**src/rtl/mac_pkg.sv**
```systemverilog
package mac_pkg;

    typedef enum logic [1:0] {
        OP_MUL = 2'b00,
        OP_ADD = 2'b01,
        OP_SUB = 2'b10,
        OP_NEG = 2'b11
    } mac_op_e;

    // Control word layout, most significant field first
    typedef struct packed {
        logic    clr_acc_ovf;  // write: clear accumulator, read: overflow
        logic    clr_ops;      // write-only strobe
        logic    acc_wr_en;
        logic    square;
        logic    one_op;
        logic    is_signed;
        mac_op_e op;
    } ctrl_t;

    localparam int ADDR_CTRL = 0;
    localparam int ADDR_OPA  = 1;
    localparam int ADDR_OPB  = 2;
    localparam int ADDR_ACC  = 3;

endpackage

```
**src/rtl/mac_ctrl_reg.sv**
```systemverilog
module mac_ctrl_reg
    import mac_pkg::*;
(
    input  logic    clk,
    input  logic    rst_n,
    input  logic    wr,
    input  ctrl_t   wdata,
    input  logic    ovf_set,
    output mac_op_e op,
    output logic    is_signed,
    output logic    one_op,
    output logic    square,
    output logic    acc_wr_en,
    output logic    ovf,
    output logic    clr_ops,
    output logic    clr_acc
);

    logic [5:0] cfg_q;

    always_ff @(posedge clk or negedge rst_n) begin
        if (!rst_n) begin
            cfg_q <= '0;
        end else if (wr) begin
            cfg_q <= {wdata.acc_wr_en, wdata.square, wdata.one_op,
                      wdata.is_signed, wdata.op};
        end
    end

    always_ff @(posedge clk or negedge rst_n) begin
        if (!rst_n) begin
            ovf <= 1'b0;
        end else if (wr) begin
            ovf <= 1'b0;
        end else if (ovf_set) begin
            ovf <= 1'b1;
        end
    end

    always_comb begin
        op        = mac_op_e'(cfg_q[1:0]);
        is_signed = cfg_q[2];
        one_op    = cfg_q[3];
        square    = cfg_q[4];
        acc_wr_en = cfg_q[5];
        clr_ops   = wr && wdata.clr_ops;
        clr_acc   = wr && wdata.clr_acc_ovf;
    end

    // the flag holds until a control write
    p_ovf_sticky_r6: assert property (@(posedge clk) disable iff (!rst_n)
        (ovf && !wr) |=> ovf);

    // a control write clears the flag
    p_ovf_clear_r6: assert property (@(posedge clk) disable iff (!rst_n)
        wr |=> !ovf);

endmodule

```
**src/rtl/mac_arith.sv**
```systemverilog
module mac_arith
    import mac_pkg::*;
#(
    parameter int OPW  = 16,
    parameter int ACCW = 48
) (
    input  logic [OPW-1:0]  fac_x,
    input  logic [OPW-1:0]  fac_y,
    input  logic [ACCW-1:0] acc,
    input  mac_op_e         op,
    input  logic            is_signed,
    output logic [ACCW-1:0] acc_next,
    output logic [OPW-1:0]  prod_lo,
    output logic            ovf_hit
);

    localparam int PW  = 2 * OPW;
    localparam int EXT = ACCW - PW;

    logic        [PW-1:0]   prod_u;
    logic signed [PW-1:0]   prod_s;
    logic        [ACCW-1:0] pext;
    logic        [ACCW:0]   sum_add;
    logic        [ACCW:0]   sum_sub;
    mac_op_e                eff_op;

    always_comb begin
        prod_u  = fac_x * fac_y;
        prod_s  = $signed(fac_x) * $signed(fac_y);
        pext    = is_signed ? {{EXT{prod_s[PW-1]}}, prod_s}
                            : {{EXT{1'b0}}, prod_u};
        prod_lo = pext[OPW-1:0];
        sum_add = {1'b0, acc} + {1'b0, pext};
        sum_sub = {1'b0, acc} - {1'b0, pext};
        eff_op  = (!is_signed && op == OP_NEG) ? OP_MUL : op;
        acc_next = pext;
        ovf_hit  = 1'b0;
        unique case (eff_op)
            OP_MUL: begin
                acc_next = pext;
                ovf_hit  = 1'b0;
            end
            OP_ADD: begin
                acc_next = sum_add[ACCW-1:0];
                ovf_hit  = is_signed
                    ? ((acc[ACCW-1] == pext[ACCW-1]) &&
                       (sum_add[ACCW-1] != acc[ACCW-1]))
                    : sum_add[ACCW];
            end
            OP_SUB: begin
                acc_next = sum_sub[ACCW-1:0];
                ovf_hit  = is_signed
                    ? ((acc[ACCW-1] != pext[ACCW-1]) &&
                       (sum_sub[ACCW-1] != acc[ACCW-1]))
                    : sum_sub[ACCW];
            end
            OP_NEG: begin
                acc_next = '0 - pext;
                ovf_hit  = 1'b0;
            end
        endcase
    end

endmodule

```
**src/rtl/mac_unit.sv**
```systemverilog
module mac_unit
    import mac_pkg::*;
#(
    parameter int OPW  = 16,
    parameter int ACCW = 48,
    parameter int AW   = 3
) (
    input  logic           clk,
    input  logic           rst_n,
    input  logic           bus_wr,
    input  logic [AW-1:0]  bus_addr,
    input  logic [OPW-1:0] bus_wdata,
    output logic [OPW-1:0] bus_rdata
);

    localparam int NW        = ACCW / OPW;
    localparam int ADDR_PLO  = ADDR_ACC + NW;

    logic            wr_ctrl, wr_a, wr_b, fire;
    logic [NW-1:0]   wr_accw;
    mac_op_e         op;
    logic            is_signed, one_op, square, acc_wr_en, ovf;
    logic            clr_ops, clr_acc, ovf_hit;
    logic [OPW-1:0]  opa_q, opb_q, plo_q, fac_x, fac_y, prod_lo;
    logic [ACCW-1:0] acc_q, acc_next, acc_poke;

    assign wr_ctrl = bus_wr && (bus_addr == AW'(ADDR_CTRL));
    assign wr_a    = bus_wr && (bus_addr == AW'(ADDR_OPA));
    assign wr_b    = bus_wr && (bus_addr == AW'(ADDR_OPB));
    assign fire    = one_op ? wr_a : wr_b;

    for (genvar i = 0; i < NW; i++) begin : g_accw
        assign wr_accw[i] = bus_wr && (bus_addr == AW'(ADDR_ACC + i));
        assign acc_poke[i*OPW +: OPW] = (wr_accw[i] && acc_wr_en)
                                        ? bus_wdata : acc_q[i*OPW +: OPW];
    end

    always_comb begin
        if (one_op) begin
            fac_x = bus_wdata;
            fac_y = square ? bus_wdata : opb_q;
        end else begin
            fac_x = opa_q;
            fac_y = bus_wdata;
        end
    end

    mac_ctrl_reg u_ctrl (
        .clk       (clk),
        .rst_n     (rst_n),
        .wr        (wr_ctrl),
        .wdata     (ctrl_t'(bus_wdata[7:0])),
        .ovf_set   (fire && ovf_hit),
        .op        (op),
        .is_signed (is_signed),
        .one_op    (one_op),
        .square    (square),
        .acc_wr_en (acc_wr_en),
        .ovf       (ovf),
        .clr_ops   (clr_ops),
        .clr_acc   (clr_acc)
    );

    mac_arith #(.OPW(OPW), .ACCW(ACCW)) u_arith (
        .fac_x     (fac_x),
        .fac_y     (fac_y),
        .acc       (acc_q),
        .op        (op),
        .is_signed (is_signed),
        .acc_next  (acc_next),
        .prod_lo   (prod_lo),
        .ovf_hit   (ovf_hit)
    );

    always_ff @(posedge clk or negedge rst_n) begin
        if (!rst_n) begin
            opa_q <= '0;
            opb_q <= '0;
        end else if (clr_ops) begin
            opa_q <= '0;
            opb_q <= '0;
        end else begin
            if (wr_a) opa_q <= bus_wdata;
            if (wr_b) opb_q <= bus_wdata;
        end
    end

    always_ff @(posedge clk or negedge rst_n) begin
        if (!rst_n) begin
            acc_q <= '0;
            plo_q <= '0;
        end else begin
            if (clr_acc)   acc_q <= '0;
            else if (fire) acc_q <= acc_next;
            else           acc_q <= acc_poke;
            if (fire)      plo_q <= prod_lo;
        end
    end

    always_comb begin
        bus_rdata = '0;
        if (bus_addr == AW'(ADDR_CTRL)) begin
            bus_rdata = OPW'({ovf, 1'b0, acc_wr_en, square, one_op,
                              is_signed, op});
        end else if (bus_addr == AW'(ADDR_OPA)) begin
            bus_rdata = opa_q;
        end else if (bus_addr == AW'(ADDR_OPB)) begin
            bus_rdata = opb_q;
        end else if (bus_addr == AW'(ADDR_PLO)) begin
            bus_rdata = plo_q;
        end
        for (int i = 0; i < NW; i++) begin
            if (bus_addr == AW'(ADDR_ACC + i)) bus_rdata = acc_q[i*OPW +: OPW];
        end
    end

    // clear strobe empties the accumulator
    p_clr_acc_r8: assert property (@(posedge clk) disable iff (!rst_n)
        (wr_ctrl && bus_wdata[7]) |=> (acc_q == '0));

    // clear strobe empties both operands
    p_clr_ops_r7: assert property (@(posedge clk) disable iff (!rst_n)
        (wr_ctrl && bus_wdata[6]) |=> (opa_q == '0 && opb_q == '0));

    // no trigger, no strobe, no permitted word write -> accumulator holds
    p_acc_hold_r2: assert property (@(posedge clk) disable iff (!rst_n)
        (!bus_wr || bus_addr == AW'(ADDR_OPA) && !one_op) |=> $stable(acc_q));

    // word writes without permission leave the accumulator alone
    p_accwr_gate_r9: assert property (@(posedge clk) disable iff (!rst_n)
        (bus_wr && bus_addr >= AW'(ADDR_ACC) && bus_addr < AW'(ADDR_PLO)
         && !acc_wr_en) |=> $stable(acc_q));

    // writes to the unused address change no state
    p_unused_addr_r11: assert property (@(posedge clk) disable iff (!rst_n)
        (bus_wr && bus_addr == AW'(ADDR_PLO + 1)) |=>
        ($stable(acc_q) && $stable(opa_q) && $stable(opb_q) && $stable(plo_q)));

endmodule

```
**config.mk**
```make
export PLATFORM = sky130hd
export DESIGN_NAME = mac_unit
export DESIGN_NICKNAME = d
export VERILOG_FILES = /design/src/rtl/mac_pkg.sv /design/src/rtl/mac_ctrl_reg.sv /design/src/rtl/mac_arith.sv /design/src/rtl/mac_unit.sv
export SDC_FILE = /design/constraint.sdc
export NUM_CORES = 2
export LEC_CHECK = 0
export BUFFER_PORTS_ARGS = -buffer_cell sky130_fd_sc_hd__buf_4
export CORE_ASPECT_RATIO = 1.4
export CORE_MARGIN = 10
export CORE_UTILIZATION = 40
export DETAILED_ROUTE_END_ITERATION = 8
export GPL_TIMING_DRIVEN = 0
export PLACE_DENSITY = 0.64
export SETUP_SLACK_MARGIN = 0.05
export SLEW_MARGIN = 10
export SYNTH_ARGS = -nofsm -noshare
export SYNTH_HDL_FRONTEND = slang
export SYNTH_SLANG_ARGS = --single-unit
```
**constraint.sdc**
```tcl
create_clock -name clk -period 10.9 [get_ports clk]
set_clock_uncertainty 0.05 [all_clocks]
set_input_delay 0.545 -clock clk [delete_from_list [all_inputs] [get_ports clk]]
set_output_delay 0.545 -clock clk [all_outputs]
set_load 0.01 [all_outputs]
```
==> summary.txt <==
Synth
  • Ys Warns: 0
  • Ys async rst share: 100%
  • Post-synthesis cell area: 28000 sq um
  • Syn Nets: 4047
  • Most used DFF post-synth: dfrtp_1
  • Seq cells post-synth: 103
  • Top cells by count, synth: inv_1, fa_1, nand2_1
  • Distinct cells, synth: 111
  • Top-count cell post-synth: inv_1
  • Cell type with the largest total area after synthesis: fa_1
  • Syn Area/Cell: 8.21 sq um
  • Gate Count Post-Synth: 3407
  • Synth area leaders: fa_1, ha_1, dfrtp_1
  • Yosys top cell area share: 26.3%
  • Register area share after synthesis: 9.22%
  • Number of synthesized flops with an enable pin: 0

Clock tree
  • H-Tree Level Count: 3
  • Cts-stage hold buffer count: 0
  • Clk Tree Root Cell: clkbuf_16
  • Clock tree buffer depth: 2
  • CTS clk-pin slew, worst paths: 0.08 ns
  • Worst skew pair latency: 0.40 ns
  • CTS tree: built
  • Clock Sinks: 103
  • Number of CTS-inserted buffers: 9

Critical path
  • CP arrival: 10.84 ns
  • Critical path's largest stage delay: 0.60 ns
  • Buffers & Inverters on Critical Path: 12
  • CP most frequent cell: inv_1
  • Crit Path Class: reg2reg
  • CP max-delay cell: fa_1
  • Family with the most delay on the worst path: adder cells
  • CP Data Required Time: 11.10 ns
  • Endpoint class of the critical path: flip-flop
  • CP Max Fanout: 10
  • Setup crit start kind: flip-flop

Placed design
  • IO buf count: 31
  • GP Congestion: 1.02
  • DP HPWL: 95600 microns

Die
  • Area of the core: 69200 sq um
  • Die ar.: 81000 sq um
  • Die width: 243 microns
  • Die Y: 333 microns
  • Num rows: 114
  • I/O pins: 38
  • Initial core utilization: 40.4%

Timing
  • Final setup violation count: 0
  • Max-slew violations: 0
  • Worst-margin pin slew: 1.33 ns
  • Peak Freq: 94.0 MHz
  • Final period util: 97.6%
  • Relative slew slack: 10.3%
  • Setup_tns: 0 ns
  • Tmin final: 10.64 ns
  • Hold Fails Final Rpt: 0
  • RSZ-0062 raised after global routing: yes

Routing
  • Drt initial violations: 2383
  • DRC: 0
  • Wirelength per Cell: 26.3 microns
  • Vias per cell: 6.03
  • Detail Route Antenna Nets: 0
  • Vias: 26541
  • Detailed Route WL: 116000 microns
  • Pre-antenna DRT Iters: 6

Layout
  • Multi-input logic area: 23300 sq um
  • NumNets Final: 4106
  • Layout cells sized above 1: 9.19%
  • Area Overhead vs Synth: 9.83%
  • Filler cells: 6962
  • Sequential cell area: 2580 sq um
  • Number of antenna diodes: 0

Flow run
  • Max_cap viols: 0

Worst hold path
  • Worst hold path class: in2async

Global routing
  • Vias in the first global route: 27287
  • Initial antenna violation count: 1
  • GRT Overall Usage: 28.1%
  • Grt total ovfl: 0
  • First-pass GRT wire length: 172000 microns
  • Largest net degree at the start of global routing: 53

Run status
  • Status: finished clean
==> stage by stage <==
stage	utilization [%]	hold slack (ns)	std cells	setup WS [ns]	area, sq um
after detailed placement	42.6	0.426	4370	-2.88	29500
after global routing	44.4	0.101	4399	-0.0169	30700
after floorplan	-	0.199	3407	0.113	28000
after global placement	42.4	0.416	4366	-3.91	29400
final	44.4	0.0560	4399	0.262	30700
after CTS	43.9	0.0833	4400	0.0212	30400
==> cell type report <==
cell class              count  share of cell area [%]
plain buffers             146                    2.35
clock buffers               9                   0.733
clock inverters             7                   0.281
inverters                 545                    6.68
multi-input cells        2601                    76.0
flip-flops and latches    103                    8.39
well taps                 928                    3.78
repair buffers             60                    1.78
==> worst reg2reg max path, delay by kind of cell, from the launching register on <==
kind                     cells  cell delay [ns]
XOR/XNOR                     2             0.51
multiplexers                 1             0.29
AO/OA/AOI/OAI               10             2.21
buffers and inverters       12             1.46
adder cells (fa/ha/maj)      8             3.79
flip-flops                   1             0.38
AND/OR/NAND/NOR              9             1.80
==> what timing repair did <==
item                                    in CTS  in global routing
endpoints found under the setup margin      36                 28
gates resized for setup                    102                 78
pin swaps                                    4                 13
setup buffers                               16                  9
==> logic make-up (layout without fill, tap and decap cells) <==
| family | Yosys count | after routing | synth area share, % |
|---|---|---|---|
| xor+xnor | 88 | 88 | 2.76 |
| flops | 103 | 103 | 9.22 |
| mux | 113 | 113 | 4.30 |
| simple gates | 901 | 901 | 14.8 |
| compound gates | 881 | 881 | 21.6 |
| buf+inv | 703 | 767 | 9.84 |
| fa+ha+maj | 618 | 618 | 37.5 |
==> worst paths after layout <==
kind                            startpoint        end  slack, ns  depth (start not counted)
setup / recovery           u_ctrl.cfg_q[3]  acc_q[45]       0.26                         42
hold / removal                       rst_n  acc_q[15]       0.06                          1
setup reg to reg           u_ctrl.cfg_q[3]  acc_q[45]       0.26                         42
hold reg to reg                   plo_q[2]   plo_q[2]       0.45                          2
max in group asynchronous            rst_n  acc_q[39]      10.06                          2
min in group clk              bus_wdata[8]   opb_q[8]       0.44                          2
==> sequential cells by signal, indices dropped and copies added, names as in the netlist <==
name / cells
acc_q: 48
opa_q: 16
opb_q: 16
plo_q: 16
u_ctrl.cfg_q: 6
u_ctrl.ovf: 1
==> cell usage in the layout (no fill, tap or decap), drive strengths merged, types with 44 or more instances in the layout <==
master	netlist	layout
mux2	55	55
xnor2	68	68
dfrtp	103	103
a21oi	240	240
fa	368	368
nor2	279	279
ha	250	250
inv	545	546
mux2i	58	58
o21ai	160	160
nor3	44	44
nand3	55	55
nand2	327	327
buf	17	79
clkbuf	139	134
==> per-layer routing <==
metal / share of wire (%) / track usage (%) / wire [microns]
met1: 35 / 30.4 / 40500
met2: 48 / 47.9 / 56000
met3: 7.0 / 4.51 / 8110
met4: 9.7 / 22.9 / 11200
met5: 0.014 / 0 / 16
Power is left out: the tool's default activity adds up to more than one toggle a clock period on the data nets, which glitch-free logic cannot reach.
